==> config.mk <==
export PLATFORM = sky130hd
export DESIGN_NAME = tblptr_reader
export DESIGN_NICKNAME = d
export VERILOG_FILES = /design/src/rtl/tblptr_pkg.sv /design/src/rtl/tblptr_ptr_reg.sv /design/src/rtl/tblptr_access_seq.sv /design/src/rtl/tblptr_byte_latch.sv /design/src/rtl/tblptr_reader.sv
export SDC_FILE = /design/constraint.sdc
export NUM_CORES = 1
export LEC_CHECK = 0
export BUFFER_PORTS_ARGS = -buffer_cell sky130_fd_sc_hd__buf_2
export CORE_UTILIZATION = 48
export DETAILED_ROUTE_END_ITERATION = 16
export PLACE_DENSITY = 0.87
export SETUP_SLACK_MARGIN = 0.15
export SYNTH_ARGS = -nofsm -noshare
export SYNTH_HDL_FRONTEND = slang
export SYNTH_SLANG_ARGS = --single-unit
==> constraint.sdc <==
create_clock -name clk -period 2.57 [get_ports clk]
set_clock_uncertainty 0.1 [all_clocks]
set_input_delay 0.257 -clock clk [delete_from_list [all_inputs] [get_ports clk]]
set_output_delay 0.257 -clock clk [all_outputs]
set_load 0.05 [all_outputs]
==> src/rtl/tblptr_pkg.sv <==
package tblptr_pkg;

  typedef enum logic [1:0] {
    TRD_HOLD     = 2'b00,
    TRD_POST_INC = 2'b01,
    TRD_POST_DEC = 2'b10,
    TRD_PRE_INC  = 2'b11
  } trd_mode_e;

endpackage

==> src/rtl/tblptr_ptr_reg.sv <==
module tblptr_ptr_reg
  import tblptr_pkg::*;
#(
  parameter int PTR_W  = 22,
  parameter int BYTE_W = 8,
  localparam int LANES = (PTR_W + BYTE_W - 1) / BYTE_W
) (
  input  logic              clk,
  input  logic              rst_n,
  input  logic [LANES-1:0]  wr_en,
  input  logic [BYTE_W-1:0] wr_data,
  input  logic              wr_accept,
  input  logic              step_en,
  input  logic [1:0]        mode,
  output logic [PTR_W-1:0]  ptr_q,
  output logic [PTR_W-1:0]  access_addr
);

  function automatic logic [PTR_W-1:0] ptr_inc(input logic [PTR_W-1:0] p);
    return p + PTR_W'(1);
  endfunction

  function automatic logic [PTR_W-1:0] ptr_dec(input logic [PTR_W-1:0] p);
    return p - PTR_W'(1);
  endfunction

  function automatic logic [PTR_W-1:0] ptr_after(input logic [PTR_W-1:0] p,
                                                 input trd_mode_e m);
    case (m)
      TRD_POST_INC, TRD_PRE_INC: return ptr_inc(p);
      TRD_POST_DEC:              return ptr_dec(p);
      default:                   return p;
    endcase
  endfunction

  trd_mode_e        mode_e;
  logic [PTR_W-1:0] wr_merged;
  logic [PTR_W-1:0] ptr_d;

  assign mode_e = trd_mode_e'(mode);

  for (genvar b = 0; b < LANES; b++) begin : g_lane
    localparam int LO = b * BYTE_W;
    localparam int LW = (PTR_W - LO < BYTE_W) ? (PTR_W - LO) : BYTE_W;
    assign wr_merged[LO +: LW] = wr_en[b] ? wr_data[LW-1:0] : ptr_q[LO +: LW];
    if (LW < BYTE_W) begin : g_pad
      logic pad_unused;
      assign pad_unused = ^wr_data[BYTE_W-1:LW];
    end
  end

  assign access_addr = (mode_e == TRD_PRE_INC) ? ptr_inc(ptr_q) : ptr_q;

  always_comb begin
    if (step_en)        ptr_d = ptr_after(ptr_q, mode_e);
    else if (wr_accept) ptr_d = wr_merged;
    else                ptr_d = ptr_q;
  end

  always_ff @(posedge clk or negedge rst_n) begin
    if (!rst_n) ptr_q <= '0;
    else        ptr_q <= ptr_d;
  end

endmodule

==> src/rtl/tblptr_access_seq.sv <==
module tblptr_access_seq #(
  parameter int PTR_W = 22
) (
  input  logic             clk,
  input  logic             rst_n,
  input  logic             rd_req,
  input  logic [PTR_W-1:0] access_addr,
  output logic             rd_accept,
  output logic             busy_q,
  output logic [PTR_W-1:0] addr_q
);

  assign rd_accept = rd_req & ~busy_q;

  always_ff @(posedge clk or negedge rst_n) begin
    if (!rst_n) begin
      busy_q <= 1'b0;
      addr_q <= '0;
    end else begin
      busy_q <= rd_accept;
      if (rd_accept) addr_q <= access_addr;
    end
  end

endmodule

==> src/rtl/tblptr_byte_latch.sv <==
module tblptr_byte_latch #(
  parameter int WORD_W = 16,
  parameter int BYTE_W = 8,
  localparam int SEL_W = $clog2(WORD_W / BYTE_W)
) (
  input  logic              clk,
  input  logic              rst_n,
  input  logic              capture,
  input  logic [SEL_W-1:0]  sel,
  input  logic [WORD_W-1:0] word,
  output logic [BYTE_W-1:0] latch_q
);

  function automatic logic [BYTE_W-1:0] pick_byte(input logic [WORD_W-1:0] w,
                                                  input logic [SEL_W-1:0] s);
    return w[int'(s) * BYTE_W +: BYTE_W];
  endfunction

  always_ff @(posedge clk or negedge rst_n) begin
    if (!rst_n)       latch_q <= '0;
    else if (capture) latch_q <= pick_byte(word, sel);
  end

endmodule

==> src/rtl/tblptr_reader.sv <==
module tblptr_reader #(
  parameter int PTR_W  = 22,
  parameter int WORD_W = 16,
  parameter int BYTE_W = 8,
  localparam int LANES = (PTR_W + BYTE_W - 1) / BYTE_W,
  localparam int SEL_W = $clog2(WORD_W / BYTE_W)
) (
  input  logic                    clk,
  input  logic                    rst_n,
  input  logic                    rd_req,
  input  logic [1:0]              rd_mode,
  input  logic [LANES-1:0]        ptr_wr_en,
  input  logic [BYTE_W-1:0]       ptr_wr_data,
  output logic [LANES*BYTE_W-1:0] ptr_rd,
  output logic                    mem_rd,
  output logic [PTR_W-SEL_W-1:0]  mem_addr,
  input  logic [WORD_W-1:0]       mem_rdata,
  output logic                    busy,
  output logic [BYTE_W-1:0]       tab_latch
);

  logic             rd_accept;
  logic             wr_accept;
  logic             capture_evt;
  logic [PTR_W-1:0] ptr_q;
  logic [PTR_W-1:0] access_addr;
  logic [PTR_W-1:0] addr_q;
  logic             busy_q;

  assign wr_accept   = ~busy_q & ~rd_req;
  assign capture_evt = busy_q;

  tblptr_ptr_reg #(.PTR_W(PTR_W), .BYTE_W(BYTE_W)) u_ptr (
    .clk        (clk),
    .rst_n      (rst_n),
    .wr_en      (ptr_wr_en),
    .wr_data    (ptr_wr_data),
    .wr_accept  (wr_accept),
    .step_en    (rd_accept),
    .mode       (rd_mode),
    .ptr_q      (ptr_q),
    .access_addr(access_addr)
  );

  tblptr_access_seq #(.PTR_W(PTR_W)) u_seq (
    .clk        (clk),
    .rst_n      (rst_n),
    .rd_req     (rd_req),
    .access_addr(access_addr),
    .rd_accept  (rd_accept),
    .busy_q     (busy_q),
    .addr_q     (addr_q)
  );

  tblptr_byte_latch #(.WORD_W(WORD_W), .BYTE_W(BYTE_W)) u_latch (
    .clk    (clk),
    .rst_n  (rst_n),
    .capture(capture_evt),
    .sel    (addr_q[SEL_W-1:0]),
    .word   (mem_rdata),
    .latch_q(tab_latch)
  );

  assign ptr_rd   = (LANES*BYTE_W)'(ptr_q);
  assign mem_addr = addr_q[PTR_W-1:SEL_W];
  assign mem_rd   = busy_q;
  assign busy     = busy_q;

endmodule

==> flow_metrics.py, run 1 <==
metrics = {
    "pwr": {
        "vdd_drop_max_mv": 0.326,
        "p_leak_uw": 0.00176,
        "p_per_area_mw_per_mm2": 807,
    },
    "cts": {
        "clk_latency_ns": 0.32,
        "cts_buffers": 5,
        "cts_tree": "yes",
        "clock_path_buffers": 2,
        "cts_max_level": 2,
        "path_clk_slew_ns": 0.11,
        "cts_sinks": 53,
        "cts-root-buf": "clkbuf_8",
    },
    "worst_setup_path": {
        "path_max_fanout": 7,
        "r2r_cells": 6,
        "path_cells": "or4_4 -> or3_4 -> or3_1 -> and3_1 -> nor4_1 -> o31ai_1",
        "reg2reg_slack_ns": 0.15,
        "worstReg2RegEnd": "u_ptr.ptr_q[15]$_DFFE_PN0P_",
        "criticalPathCategory": "flip-flop to flip-flop",
        "rr_startpoint": "u_ptr.ptr_q[11]$_DFFE_PN0P_",
        "crit_required_ns": 2.68,
        "crit_buf_inv": 0,
        "end_kind": "flip-flop",
        "worst_setup_path_start_kind": "flip-flop",
        "cp_slowest_cell": "or4_4",
        "cp_top_family": "simple AND/OR/NAND/NOR gates",
        "cpPeakStageDelay_ns": 0.56,
        "arrival_ns": 2.53,
    },
    "place": {
        "hpwl_um": 7100,
        "io_buffer_count": 84,
        "gp_congestion": 0.921,
    },
    "detailed_routing": {
        "postRouteAntennaNets": 0,
        "drtIter0Drc": 448,
        "first_pass_iters": 5,
        "drc": 0,
        "wl_per_cell_um": 17.2,
        "via_count": 3469,
        "finalWirelength_um": 9800,
        "vias_per_cell": 6.10,
    },
    "floorplan": {
        "die_area_mm2": 0.00728,
        "dieHeight_um": 85.3,
        "fp-row-count": 29,
        "start_util_pct": 51.0,
        "core_area_mm2": 0.00653,
        "die_w_um": 85.3,
        "pin_count": 87,
    },
    "final_layout": {
        "final_cell_mix": "84 x buf_2, 53 x nand2_1, 42 x dfrtp_1",
        "num_antenna_cells": 0,
        "fin_util_pct": 61.7,
        "drive_gt1_share_pct": 28.3,
        "areaGrowthSynthToFinish_pct": 20.9,
        "multiInputGateArea_mm2": 0.00185,
        "final_common_cell": "buf_2",
        "fillers": 550,
        "seq_area_mm2": 0.00134,
        "nets": 525,
    },
    "yosys": {
        "syn_area_per_cell_um2": 8.19,
        "synth_ff_type": "dfrtp_1",
        "yosysWarnings": 0,
        "ys_ff_latch": 53,
        "ys_types": 50,
        "synthCells": 407,
        "syn_area_mm2": 0.00333,
        "synth_edf_count": 0,
        "synth-async-reset-ratio_pct": 100,
        "seq_area_frac_synth_pct": 39.8,
    },
    "timing": {
        "setup_viol": 0,
        "drv_slew": 0,
        "timing.final.crit_share_pct": 94.1,
        "final-hold-violation-count": 0,
        "worstMarginPinSlew_ns": 1.00,
        "finalSetupTns_ns": 0,
        "slew-limit-headroom_pct": 32.9,
        "period_needed_ns": 2.42,
        "rsz0062_at_grt": "true",
        "fmaxAchievable_mhz": 413,
    },
    "global_routing": {
        "grt_first_pass_wirelength_um": 15500,
        "grt_max_degree": 72,
        "grt_pass1_vias": 2990,
        "antenna_found_initial": 0,
        "grtUsageTotal_pct": 27.1,
        "grt_overflow_total": 0,
    },
    "worst_hold_path": {
        "hold_depth": 3,
        "whs_endpoint": "u_ptr.ptr_q[18]$_DFFE_PN0P_",
        "min_from": "ptr_wr_data[2]",
        "hp-class": "primary input to flip-flop",
    },
    "job": {
        "drv_cap": 0,
    },
    "outcome": {
        "status": "finished, final reports clean",
    },
}
[worst max path at each step]
stage,slack [ns],to,startpoint,cells after the start
after global placement,0.23,u_ptr.ptr_q[21]$_DFFE_PN0P_,u_ptr.ptr_q[11]$_DFFE_PN0P_,6
after floorplan,0.06,u_ptr.ptr_q[15]$_DFFE_PN0P_,u_ptr.ptr_q[11]$_DFFE_PN0P_,7
final,0.15,u_ptr.ptr_q[15]$_DFFE_PN0P_,u_ptr.ptr_q[11]$_DFFE_PN0P_,6
after global routing,0.13,u_ptr.ptr_q[20]$_DFFE_PN0P_,u_ptr.ptr_q[4]$_DFFE_PN0P_,6
after CTS,0.17,u_ptr.ptr_q[15]$_DFFE_PN0P_,u_ptr.ptr_q[11]$_DFFE_PN0P_,6
after detailed placement,0.18,u_ptr.ptr_q[15]$_DFFE_PN0P_,u_ptr.ptr_q[11]$_DFFE_PN0P_,6
[tightest hold or removal path: stages]
cell     delay [ns]
buf_2          0.09
nand3_1        0.06
nand3_1        0.08
[registers in the layout, summed over array words and instances, names as in the netlist]
name / cells
u_ptr.ptr_q: 22
u_latch.latch_q: 8
u_seq.addr_q: 22
u_seq.busy_q: 1
[metal layers]
metal  track usage, %  routed length [um]
met1             40.3                4230
met2             41.6                4370
met3             4.09                1010
met4             6.67                 184
met5                0                   0
[final cells by class]
class	instances	share of cell area [%]
Clock buffer	5	1.71
Clock inverter	3	0.528
Inverter	8	0.745
Multi-Input combinational cell	312	45.8
Sequential cell	53	33.3
Tap cell	77	2.39
Timing Repair Buffer	111	15.5
[cells in the mapped netlist (3+ instances only)]
| library cell | count | area [um^2] |
|---|---|---|
| mux2i_1 | 12 | 120 |
| o21a_1 | 3 | 22.5 |
| nand2_1 | 53 | 199 |
| dfrtp_1 | 53 | 1330 |
| xor2_1 | 7 | 61.3 |
| and3_1 | 7 | 43.8 |
| buf_4 | 3 | 22.5 |
| o22ai_1 | 6 | 37.5 |
| inv_1 | 8 | 30.0 |
| nand2b_1 | 3 | 18.8 |
| buf_2 | 5 | 25.0 |
| and2_1 | 5 | 31.3 |
| a21oi_1 | 14 | 70.1 |
| nor2_1 | 38 | 143 |
| nor3_1 | 17 | 85.1 |
| o21ai_0 | 39 | 195 |
| nor4_1 | 5 | 31.3 |
| a2bb2oi_1 | 5 | 43.8 |
| or3_1 | 5 | 31.3 |
| xnor2_1 | 13 | 114 |
| nand3_1 | 18 | 90.1 |
| a31oi_1 | 11 | 68.8 |
| a211oi_1 | 3 | 22.5 |
| and4_1 | 3 | 26.3 |
| o32ai_1 | 3 | 26.3 |
| o31ai_1 | 3 | 22.5 |
| o22a_1 | 5 | 43.8 |
| nand4_1 | 4 | 25.0 |
| clkbuf_1 | 24 | 90.1 |
[metrics by stage]
step           power, uW  std cells  hold WS (ns)  setup WS [ns]  instance area, um^2
2_1_floorplan       2330        408        -0.139         0.0609                 3350
3_3_place_gp        2690        553        0.0871          0.228                 3850
3_5_place_dp        2720        553        0.0884          0.182                 3850
4_1_cts             3210        562        0.0957          0.169                 3960
5_1_grt             3420        569         0.118          0.128                 4030
6_report            3250        569        0.0967          0.151                 4030
[kinds of logic after synthesis]
family                     after synthesis  synth area share [%]
other                                    1                 0.113
and+or+nand+nor                        167                  24.1
adders and majority gates                2                 0.751
muxes                                   12                  3.61
buffers and inverters                   43                  5.60
DFF                                     53                  39.8
AOI/OAI and AO/OA                      109                  20.8
xor gates and xnor gates                20                  5.26
[repair_timing]
action                                  4_1_cts  5_1_grt
setup buffers                                 0        7
endpoints found under the setup margin        0        7
gates resized for setup                       0        4
endpoints found under the hold margin        13        0
hold buffers                                  1        0
[power breakdown]
part,switching (uW),internal [uW]
Clock,300,194
Sequential,209,1020
Combinational,1100,436
Note: power is estimated with default switching activity, not from simulation.
==> inputs of run 2 (changes only) <==
- RECOVER_POWER: unset -> 50
==> run 2 against run 1 <==
Effect of this change: sequential share of layout area grew 0.25 points; clock-buffer cell count is the same; core utilization shrank 0.46 points; wire length grew 0.89%; critical path type unchanged; first-iteration DRC count grew 0.22%; critical path depth is the same; die area is the same; non-clock buffer count is the same; clock power is essentially flat; global-route usage is the same; final area shrank 0.75%; total power shrank 0.41%.
==> flow_metrics.py, run 2 (synthesis gave the netlist of run 1 again) <==
metrics = {
    "floorplan": {
        "die_w_um": 85.3,
        "dieHeight_um": 85.3,
        "fp-row-count": 29,
        "pin_count": 87,
        "start_util_pct": 51.0,
        "core_area_mm2": 0.00653,
        "die_area_mm2": 0.00728,
    },
    "job": {
        "drv_cap": 0,
    },
    "global_routing": {
        "grtUsageTotal_pct": 27.1,
        "grt_max_degree": 72,
        "grt_overflow_total": 0,
        "antenna_found_initial": 0,
        "grt_pass1_vias": 2990,
        "grt_first_pass_wirelength_um": 15500,
    },
    "place": {
        "hpwl_um": 7100,
        "place_area_mm2": 0.00385,
        "gp_congestion": 0.921,
        "dpl.cell_count": 553,
        "io_buffer_count": 84,
    },
    "worst_setup_path": {
        "criticalPathCategory": "flip-flop to flip-flop",
        "worst_setup_path_start_kind": "flip-flop",
        "crit_required_ns": 2.68,
        "path_max_fanout": 7,
        "arrival_ns": 2.53,
        "worstReg2RegEnd": "u_ptr.ptr_q[15]$_DFFE_PN0P_",
        "end_kind": "flip-flop",
        "reg2reg_slack_ns": 0.14,
        "rr_startpoint": "u_ptr.ptr_q[11]$_DFFE_PN0P_",
        "r2r_cells": 6,
    },
    "detailed_routing": {
        "drtIter0Drc": 449,
        "vias_per_cell": 6.13,
        "drc": 0,
        "via_count": 3489,
        "postRouteAntennaNets": 0,
        "finalWirelength_um": 9880,
        "first_pass_iters": 5,
        "wl_per_cell_um": 17.4,
    },
    "timing": {
        "final-hold-violation-count": 0,
        "worstMarginPinSlew_ns": 0.971,
        "fmaxAchievable_mhz": 412,
        "drv_slew": 0,
        "rsz0062_at_grt": "true",
        "period_needed_ns": 2.43,
        "timing.final.crit_share_pct": 94.4,
        "slew-limit-headroom_pct": 34.8,
        "setup_viol": 0,
        "finalSetupTns_ns": 0,
    },
    "outcome": {
        "status": "finished, final reports clean",
    },
    "pwr": {
        "vdd_drop_max_mv": 0.327,
        "p_leak_uw": 0.00170,
        "p_per_area_mw_per_mm2": 810,
        "finalPower_uw": 3240,
    },
    "cts": {
        "path_clk_slew_ns": 0.11,
        "cts_sinks": 53,
        "cts_buffers": 5,
        "clk_latency_ns": 0.31,
        "cts_max_level": 2,
        "clock_path_buffers": 2,
        "cts_tree": "yes",
        "cts-root-buf": "clkbuf_8",
    },
    "final_layout": {
        "final_cell_mix": "65 x buf_2, 53 x nand2_1, 42 x dfrtp_1",
        "num_antenna_cells": 0,
        "nets": 525,
        "reg_top3": "u_ptr.ptr_q x22, u_seq.addr_q x22, u_latch.latch_q x8",
        "seq_area_mm2": 0.00134,
        "fin_util_pct": 61.2,
        "areaGrowthSynthToFinish_pct": 20.0,
        "multiInputGateArea_mm2": 0.00185,
        "final_common_cell": "buf_2",
        "drive_gt1_share_pct": 24.2,
        "fin_area_mm2": 0.00400,
        "fillers": 563,
        "stdcell_count": 569,
    },
    "worst_hold_path": {
        "hold_depth": 3,
        "whs_endpoint": "u_ptr.ptr_q[18]$_DFFE_PN0P_",
        "min_from": "ptr_wr_data[2]",
        "hp-class": "primary input to flip-flop",
    },
}
==> run 2: changes by cell type in the layout (fill, tap and decap cells not counted), sizes merged <==
cell,delta
buf,-21
clkbuf,+21
==> run 2: layout make-up <==
cell class              count  share of cell area (%)
clock buffers               5                    1.72
clock inverters             3                   0.532
inverters                   8                   0.751
multi-input cells         312                    46.2
flip-flops and latches     53                    33.5
well taps                  77                    2.41
repair buffers            111                    14.9
==> run 2: repair_timing <==
item,CTS,global route
hold endpoints to repair,13,0
setup endpoints to repair,0,7
hold buffers,1,0
resized for setup,0,4
setup buffers,0,7
==> run 2: per-layer routing <==
layer | global-route usage (%) | share of wire [%]
met1 | 40.3 | 44
met2 | 41.6 | 45
met3 | 4.09 | 10
met4 | 6.67 | 1.5
met5 | 0 | 0
==> run 2: worst max path at each step <==
stage	start	to	slack, ns	cells after the start
2_1_floorplan	u_ptr.ptr_q[11]$_DFFE_PN0P_	u_ptr.ptr_q[15]$_DFFE_PN0P_	0.06	7
3_3_place_gp	u_ptr.ptr_q[11]$_DFFE_PN0P_	u_ptr.ptr_q[21]$_DFFE_PN0P_	0.23	6
3_5_place_dp	u_ptr.ptr_q[11]$_DFFE_PN0P_	u_ptr.ptr_q[15]$_DFFE_PN0P_	0.18	6
4_1_cts	u_ptr.ptr_q[11]$_DFFE_PN0P_	u_ptr.ptr_q[15]$_DFFE_PN0P_	0.17	6
5_1_grt	u_ptr.ptr_q[4]$_DFFE_PN0P_	u_ptr.ptr_q[20]$_DFFE_PN0P_	0.13	6
6_report	u_ptr.ptr_q[11]$_DFFE_PN0P_	u_ptr.ptr_q[15]$_DFFE_PN0P_	0.14	6
==> run 2: critical path, stage by stage, from the launching register on <==
cell and delay, ns:
dfrtp_2 0.46, or4_4 0.56, or3_4 0.35, or3_1 0.33
and3_1 0.19, nor4_1 0.23, o31ai_1 0.10
==> run 2: per-stage QoR <==
| stage | hold WS (ns) | setup WS [ns] |
|---|---|---|
| after floorplan | -0.139 | 0.0609 |
| after global placement | 0.0871 | 0.228 |
| after detailed placement | 0.0884 | 0.182 |
| after CTS | 0.0957 | 0.169 |
| after global routing | 0.118 | 0.128 |
| final | 0.101 | 0.144 |
==> run 2: where the power goes <==
part / leakage, uW / internal, uW / switching, uW
sequential: 0.000616 / 1020 / 213
clock: 0.0000445 / 194 / 298
combinational: 0.00104 / 417 / 1100
